**src/rtl/hdx_relay_pkg.sv**
```systemverilog
`timescale 1ns/1ps
package hdx_relay_pkg;

    typedef enum logic [2:0] {
        ST_OFF,
        ST_IDLE,
        ST_C2H_FALL,
        ST_C2H_HOLD,
        ST_C2H_RISE,
        ST_H2C_FALL,
        ST_H2C_HOLD,
        ST_H2C_RISE
    } relay_state_e;

    localparam logic [1:0] DIR_NONE = 2'b00;
    localparam logic [1:0] DIR_C2H  = 2'b01;
    localparam logic [1:0] DIR_H2C  = 2'b10;

endpackage

```
**src/rtl/hdx_sync.sv**
```systemverilog
`timescale 1ns/1ps
// Two-flop synchronizer for one asynchronous line level.
module hdx_sync #(
    parameter logic RST_VAL = 1'b1
) (
    input  logic clk,
    input  logic rst_n,
    input  logic d,
    output logic q
);
    logic meta;

    always_ff @(posedge clk or negedge rst_n) begin
        if (!rst_n) begin
            meta <= RST_VAL;
            q    <= RST_VAL;
        end else begin
            meta <= d;
            q    <= meta;
        end
    end
endmodule

```
**src/rtl/hdx_relay_lane.sv**
```systemverilog
`timescale 1ns/1ps
// One relay lane: direction state machine with fall/rise delay phases.
module hdx_relay_lane
    import hdx_relay_pkg::*;
#(
    parameter int HL_CYC = 20,
    parameter int LH_CYC = 5
) (
    input  logic       clk,
    input  logic       rst_n,
    input  logic       rx_en,
    input  logic       host_in,
    input  logic       card_in,
    output logic       host_pull_lo,
    output logic       card_pull_lo,
    output logic [1:0] dir_code
);
    localparam int MAXD = (HL_CYC > LH_CYC) ? HL_CYC : LH_CYC;
    localparam int CW   = $clog2(MAXD + 1);

    logic host_s, card_s, host_q, card_q;
    logic host_fall, card_fall, host_rise, card_rise;
    logic hl_done, lh_done;
    logic [CW-1:0] cnt;
    relay_state_e  st, st_nx;

    hdx_sync #(.RST_VAL(1'b1)) u_sync_host (.clk(clk), .rst_n(rst_n), .d(host_in), .q(host_s));
    hdx_sync #(.RST_VAL(1'b1)) u_sync_card (.clk(clk), .rst_n(rst_n), .d(card_in), .q(card_s));

    always_ff @(posedge clk or negedge rst_n) begin
        if (!rst_n) begin
            host_q <= 1'b1;
            card_q <= 1'b1;
        end else begin
            host_q <= host_s;
            card_q <= card_s;
        end
    end

    assign host_fall = host_q & ~host_s;
    assign card_fall = card_q & ~card_s;
    assign host_rise = ~host_q & host_s;
    assign card_rise = ~card_q & card_s;
    assign hl_done   = (cnt == CW'(HL_CYC - 1));
    assign lh_done   = (cnt == CW'(LH_CYC - 1));

    // State register and phase counter
    always_ff @(posedge clk or negedge rst_n) begin
        if (!rst_n) begin
            st  <= ST_OFF;
            cnt <= '0;
        end else begin
            st  <= st_nx;
            cnt <= (st_nx != st) ? '0 : cnt + CW'(1);
        end
    end

    // Next state
    always_comb begin
        st_nx = st;
        if (!rx_en) begin
            st_nx = ST_OFF;
        end else begin
            unique case (st)
                ST_OFF:      st_nx = ST_IDLE;
                ST_IDLE: begin
                    if (card_fall)      st_nx = ST_C2H_FALL;
                    else if (host_fall) st_nx = ST_H2C_FALL;
                end
                ST_C2H_FALL: begin
                    if (card_rise)    st_nx = ST_IDLE;
                    else if (hl_done) st_nx = ST_C2H_HOLD;
                end
                ST_C2H_HOLD: if (card_rise) st_nx = ST_C2H_RISE;
                ST_C2H_RISE: if (lh_done)   st_nx = ST_IDLE;
                ST_H2C_FALL: begin
                    if (host_rise)    st_nx = ST_IDLE;
                    else if (hl_done) st_nx = ST_H2C_HOLD;
                end
                ST_H2C_HOLD: if (host_rise) st_nx = ST_H2C_RISE;
                ST_H2C_RISE: if (lh_done)   st_nx = ST_IDLE;
                default:     st_nx = ST_OFF;
            endcase
        end
    end

    // Outputs
    always_comb begin
        host_pull_lo = 1'b0;
        card_pull_lo = 1'b0;
        dir_code     = DIR_NONE;
        unique case (st)
            ST_OFF:      card_pull_lo = 1'b1;
            ST_IDLE:     ;
            ST_C2H_FALL: dir_code = DIR_C2H;
            ST_C2H_HOLD, ST_C2H_RISE: begin
                host_pull_lo = 1'b1;
                dir_code     = DIR_C2H;
            end
            ST_H2C_FALL: dir_code = DIR_H2C;
            ST_H2C_HOLD, ST_H2C_RISE: begin
                card_pull_lo = 1'b1;
                dir_code     = DIR_H2C;
            end
            default:     card_pull_lo = 1'b1;
        endcase
    end
endmodule

```
**src/rtl/hdx_line_relay.sv**
```systemverilog
`timescale 1ns/1ps
// Main data lane plus NUM_AUX auxiliary lanes built from one lane module.
module hdx_line_relay #(
    parameter int NUM_AUX = 2,
    parameter int HL_CYC  = 20,
    parameter int LH_CYC  = 5
) (
    input  logic                   clk,
    input  logic                   rst_n,
    input  logic                   rx_en,
    input  logic [NUM_AUX:0]       host_in,
    input  logic [NUM_AUX:0]       card_in,
    output logic [NUM_AUX:0]       host_pull_lo,
    output logic [NUM_AUX:0]       card_pull_lo,
    output logic [2*NUM_AUX+1:0]   dir_status
);
    localparam int NLANE = NUM_AUX + 1;

    for (genvar i = 0; i < NLANE; i++) begin : g_lane
        hdx_relay_lane #(.HL_CYC(HL_CYC), .LH_CYC(LH_CYC)) u_lane (
            .clk          (clk),
            .rst_n        (rst_n),
            .rx_en        (rx_en),
            .host_in      (host_in[i]),
            .card_in      (card_in[i]),
            .host_pull_lo (host_pull_lo[i]),
            .card_pull_lo (card_pull_lo[i]),
            .dir_code     (dir_status[2*i +: 2])
        );
    end
endmodule

```
**config.mk**
```make
export PLATFORM = sky130hd
export DESIGN_NAME = hdx_line_relay
export DESIGN_NICKNAME = d
export VERILOG_FILES = /design/src/rtl/hdx_relay_pkg.sv /design/src/rtl/hdx_sync.sv /design/src/rtl/hdx_relay_lane.sv /design/src/rtl/hdx_line_relay.sv
export SDC_FILE = /design/constraint.sdc
export NUM_CORES = 1
export LEC_CHECK = 0
export ABC_CLOCK_PERIOD_IN_PS = 2300
export BUFFER_PORTS_ARGS = -buffer_cell sky130_fd_sc_hd__buf_2
export CAP_MARGIN = 30
export CORE_UTILIZATION = 35
export DETAILED_ROUTE_END_ITERATION = 8
export SYNTH_ARGS = -nofsm -noshare
export SYNTH_HDL_FRONTEND = slang
export SYNTH_SLANG_ARGS = --single-unit
```
**constraint.sdc**
```tcl
create_clock -name clk -period 2.3 [get_ports clk]
set_clock_uncertainty 0.15 [all_clocks]
set_input_delay 0.46 -clock clk [delete_from_list [all_inputs] [get_ports clk]]
set_output_delay 0.46 -clock clk [all_outputs]
set_load 0.01 [all_outputs]
```
==> Word-level counts from Yosys, hierarchy flattened <==
Index checks and enable logic that the tools add are counted.
{ "totals": {"register_bits": 42, "input_bits": 9, "out_inout_bits": 12, "elab_cells": 144} }
{ "op_classes": {"n_addsub": 3, "n_eq_ne": 30, "n_mux": 45, "bitwise_logic": 24, "n_reduce_logical": 18} }
{ "ops": {"columns": ["cell", "n"], "rows": [
  ["$mux W3", 30],
  ["$pmux W3 S7", 3],
  ["$eq A3 B3 Y1 const B", 12],
  ["$reduce_or A3 Y1", 9],
  ["$eq A3 B2 Y1 const B", 6],
  ["$add A5 B1 Y5 const B", 3],
  ["$eq A5 B3 Y1 const B", 3],
  ["$eq A5 B5 Y1 const B", 3],
  ["$mux W5", 3],
  ["$and A1 B1 Y1", 12],
  ["$not A1 Y1", 12],
  ["$pmux W2 S2", 3],
  ["$reduce_or A2 Y1", 6],
  ["$eq A3 B1 Y1 const B", 3],
  ["$logic_not A3 Y1", 3],
  ["$ne A3 B3 Y1", 3],
  ["$mux W1", 6]
]} }

==> Longest topological paths before layout <==
{ "depth": {"ltp_word": 8, "mapped_depth": 8} }

==> Hierarchy <==
From an unflattened synthesis, not the netlist that was laid out.
{ "unflattened": {"cells_unflattened": 262, "hier_area_um2": 2549.9} }
{ "by_module_without_submodules": {"columns": ["mod", "instances", "cells_per_inst", "area_each_um2"], "rows": [
  ["hdx_relay_lane at g_lane[1].u_lane ...", 2, 84, 745.7],
  ["hdx_relay_lane at g_lane[0].u_lane", 1, 82, 743.2],
  ["hdx_sync", 6, 2, 52.6]
]} }

==> Least setup slack after synthesis <==
Ideal clock, no wire load.
{ "synth_path": {"path_kind": "register -> register", "from": "register g_lane[0].u_lane.cnt[0]", "to": "register g_lane[0].u_lane.cnt[2]", "arrival_ns": 1.637, "setup_slack_ns": 0.384, "stages_incl_launch_ff": 9, "period_less_slack_ns": 1.916, "path_cell_list": "dfrtp_1 -> inv_1 -> ha_1 -> and4bb_1 -> or3b_1 -> a32oi_1 -> o31ai_1 -> o2111ai_2 -> nor2_1"} }
{ "synth_via": {"elab_chain_cells": 7} }
{ "synth_rtl": {"columns": ["element", "line", "rtl"], "rows": [
  ["start, declared", "hdx_relay_lane.sv:24", "logic [CW-1:0] cnt;"],
  ["start signal, assigned", "hdx_relay_lane.sv:54", "cnt <= (st_nx != st) ? '0 : cnt + CW'(1);"],
  ["$eq A5 B5 Y1", "hdx_relay_lane.sv:44", "assign hl_done = (cnt == CW'(HL_CYC - 1));"],
  ["$mux W3, on equally long branches", "hdx_relay_lane.sv:78, hdx_relay_lane.sv:72", null],
  ["$mux W3, on equally long branches", "hdx_relay_lane.sv:77, hdx_relay_lane.sv:71", null],
  ["$pmux W3 S7", "hdx_relay_lane.sv:64", "unique case (st)"],
  ["$mux W3", "hdx_relay_lane.sv:61", "if (!rx_en) begin"],
  ["$ne A3 B3 Y1", "hdx_relay_lane.sv:54", null],
  ["$mux W5 *", "hdx_relay_lane.sv:54", null]
]} }
Mark *: on every way between the ends. The rest lies on a longest branch, timed or not.

==> Worst setup path after layout <==
{ "layout_path": {"from": "register g_lane[2].u_lane.cnt[0]", "to": "register g_lane[2].u_lane.cnt[1]"} }
{ "layout_via": {"elab_chain_cells": 7} }
{ "layout_rtl": {"columns": ["element", "line"], "rows": [
  ["start, declared", "hdx_relay_lane.sv:24"],
  ["start signal, assigned", "hdx_relay_lane.sv:54"],
  ["$eq A5 B5 Y1", "hdx_relay_lane.sv:44"],
  ["$mux W3, on equally long branches", "hdx_relay_lane.sv:78, hdx_relay_lane.sv:72"],
  ["$mux W3, on equally long branches", "hdx_relay_lane.sv:77, hdx_relay_lane.sv:71"],
  ["$pmux W3 S7", "hdx_relay_lane.sv:64"],
  ["$mux W3", "hdx_relay_lane.sv:61"],
  ["$ne A3 B3 Y1", "hdx_relay_lane.sv:54"],
  ["$mux W5 *", "hdx_relay_lane.sv:54"]
]} }
Marks and branches as above.

==> out/qor.csv <==
stage,metric,value,unit
critical_path,critical path capture point type,flip-flop,
grt,pin count of the biggest net entering global routing,21,
drt,final routed DRC violation total,0,
die,Die Ht,87.7,microns
drt,final wirelength,5140,microns
grt,initial antenna violation count,0,
sta,Final Cycle Share,92.8,%
critical_path,critical path launch point type,flip-flop,
hold_path,Worst Hold Class,primary input to flip-flop,
critical_path,WP data arrival,2.13,ns
critical_path,Setup Crit Path Kind,flip-flop to flip-flop,
drt,antenna-violating nets left,0,
synth,asr flop ratio synth,100,%
synth,Yosys top cell by area,dfrtp_1,
drt,via count,2050,
final_layout,# diodes,0,
die,die area,0.00769,sq mm
sta,RSZ-0062 raised after global routing,no,
synth,Syn Nets,288,
synth,Post-Synthesis Cells,273,
sta,Final Max Tran Viols,0,
die,io pins,21,
die,core footprint,0.00694,sq mm
synth,register bit count reported by yosys,42,
clocking,clk buf depth,2,
synth,most frequent cells after synthesis,"nor2_1 (26), dfrtp_1 (24), nand2_1 (24)",
outcome,run status,"finished, final reports clean",
grt,total gr overflow,0,
grt,first-pass GRT wire length,8980,microns
die,Starting Density,37.0,%
final_layout,P&R area growth vs syn,12.6,%
grt,vias in the first global route,1908,
clocking,htree depth,2,
pwr,Overall Power,1.75,mW
placement,IO Port Bufs,20,
final_layout,Final nets,311,
synth,Mean Syn Cell Area,9.41,sq um
sta,final setup violation count,0,
synth,"count leader, synth",nor2_1,
final_layout,Post-Layout Cell Count,393,
clocking,CTS tree,yes,
pwr,LEAKAGE,1.21,nW
placement,global placer's final weighted congestion,0.888,
drt,average wire per standard cell,13.1,microns
synth,Synth Cell Area,0.00257,sq mm
placement,Placed Area,0.00279,sq mm
synth,post-synthesis sequential area ratio,41.8,%
grt,Tot GR Track Use,15.0,%
critical_path,crit path max fanout,5,
synth,"Top FF cell, synth",dfrtp_1,
clocking,CTS Buf Count,5,
sta,Slew HR,69.4,%
synth,share of the synthesized area in the top cell type,23.4,%
sta,Setup TNS,0,ns
final_layout,layout cells sized above 1,25.6,%
pwr,PD cells,604,mW/mm^2
sta,Slew @ Worst Pin,0.458,ns
sta,fmax,0.468,GHz
drt,vias per cell,5.22,
die,die width,87.7,microns
clocking,"CTS clk-pin slew, worst paths",0.08,ns
placement,Placed Instances,384,
clocking,post-CTS setup buffers,0,
clocking,clock sinks,42,
sta,WHS,0.116,ns
critical_path,Crit path required time,2.30,ns
synth,Area contributors post-synth,"dfrtp_1 (23%), dfstp_2 (18%), nor2_1 (3.8%)",
drt,first-iteration detailed-routing DRC count,121,
clocking,clk root buf,clkbuf_8,
flow_run,maxcap violations,0,
synth,"EDFF count, synth",0,
die,Rows,30,
sta,Tmin final,2.14,ns
pwr,Max IR drop VDD,0.000257,V
final_layout,final instance area,0.00289,sq mm
sta,final hold vios,0,
synth,YS warnings,0,
synth,synth unique cells,61,
clocking,clock latency on the worst-skew pair,0.29,ns
placement,hpwl dp,3770,microns
drt,drt first pass iters,4,
layout by cell type (no fill, tap or decap), types with 3 or more instances in the layout:
cell	n
nor2b_1	13
nor3_1	5
xor2_1	6
buf_2	20
and4bb_2	3
nand2b_1	8
o22ai_1	4
nand2_1	24
inv_1	15
a22oi_1	5
o21ai_0	14
xnor2_1	3
dfrtp_1	24
a21oi_1	13
clkbuf_8	6
a31oi_1	4
o21ai_1	4
o211ai_1	4
buf_4	13
nor2_1	26
ha_1	6
dfstp_2	18
nand3_1	9
a22o_1	3
repair_timing:
action	in CTS	in global routing
endpoints found under the hold margin	12	0
hold buffers	1	0
endpoints found under the setup margin	0	5
resized for setup	0	1
critical path: stages, from the launching register on:
cell,delay [ns]
dfrtp_1,0.41
ha_1,0.25
nand4bb_1,0.19
nor4_2,0.08
o32ai_2,0.34
o21ai_1,0.09
a22oi_1,0.37
nor3b_1,0.11
layer usage:
metal  vias up  global-route usage [%]  part of all wire, %  routed length, microns
met5         -                       0                    0                       0
met4         0                    4.47                 0.56                      29
met3         2                    3.49                  4.1                     213
met2        54                    23.1                   46                    2370
met1       981                    20.9                   49                    2530
li1       1013                       -                    -                       -
through the flow:
step	utilization [%]	setup WS, ns
global placement	40.1	0.208
finish	41.7	0.165
detailed placement	40.1	0.169
floorplan	-	0.384
global route	41.7	0.00419
CTS	41.6	0.161
where the power goes:
group	switching (mW)	internal [mW]	leakage, nW
sequential	0.0648	0.810	0.512
combinational	0.209	0.163	0.644
clock	0.258	0.242	0.0515
kinds of logic after synthesis:
logic type      synth area share, %
simple gates                   23.6
xor+xnor                       3.07
compound gates                 21.3
flops                          41.8
mux                            1.27
fa+ha+maj                      2.92
buf+inv                        6.13
state kept, by name (all words and copies together), names as in the netlist:
register                        count
g_lane.u_lane.u_sync_card.q         3
g_lane.u_lane.u_sync_host.q         3
g_lane.u_lane.host_q                3
g_lane.u_lane.st                    9
g_lane.u_lane.card_q                3
g_lane.u_lane.u_sync_card.meta      3
g_lane.u_lane.cnt                  15
g_lane.u_lane.u_sync_host.meta      3
cell type report:
| class | instances | area, sq um |
|---|---|---|
| fill | 680 | 4050 |
| clock inverter | 2 | 11.3 |
| sequential | 42 | 1070 |
| clock buffer | 6 | 82.6 |
| multi-input combinational | 198 | 1340 |
| tap | 96 | 120 |
| inverter | 15 | 56.3 |
| timing repair buffer | 34 | 208 |
final timing paths:
path                                                      to                         startpoint  slack, ns  cells past startpoint
min reg2reg                   g_lane[2].u_lane.u_sync_card.q  g_lane[2].u_lane.u_sync_card.meta       0.19                      0
max in group asynchronous            g_lane[0].u_lane.card_q                              rst_n       0.89                      3
min in group asynchronous            g_lane[0].u_lane.cnt[4]                              rst_n       0.49                      2
max reg2reg                          g_lane[2].u_lane.cnt[1]            g_lane[2].u_lane.cnt[0]       0.16                      7
min                        g_lane[1].u_lane.u_sync_host.meta                         host_in[1]       0.12                      1
max                                  g_lane[2].u_lane.cnt[1]            g_lane[2].u_lane.cnt[0]       0.16                      7
(Power assumes the default switching activity.)
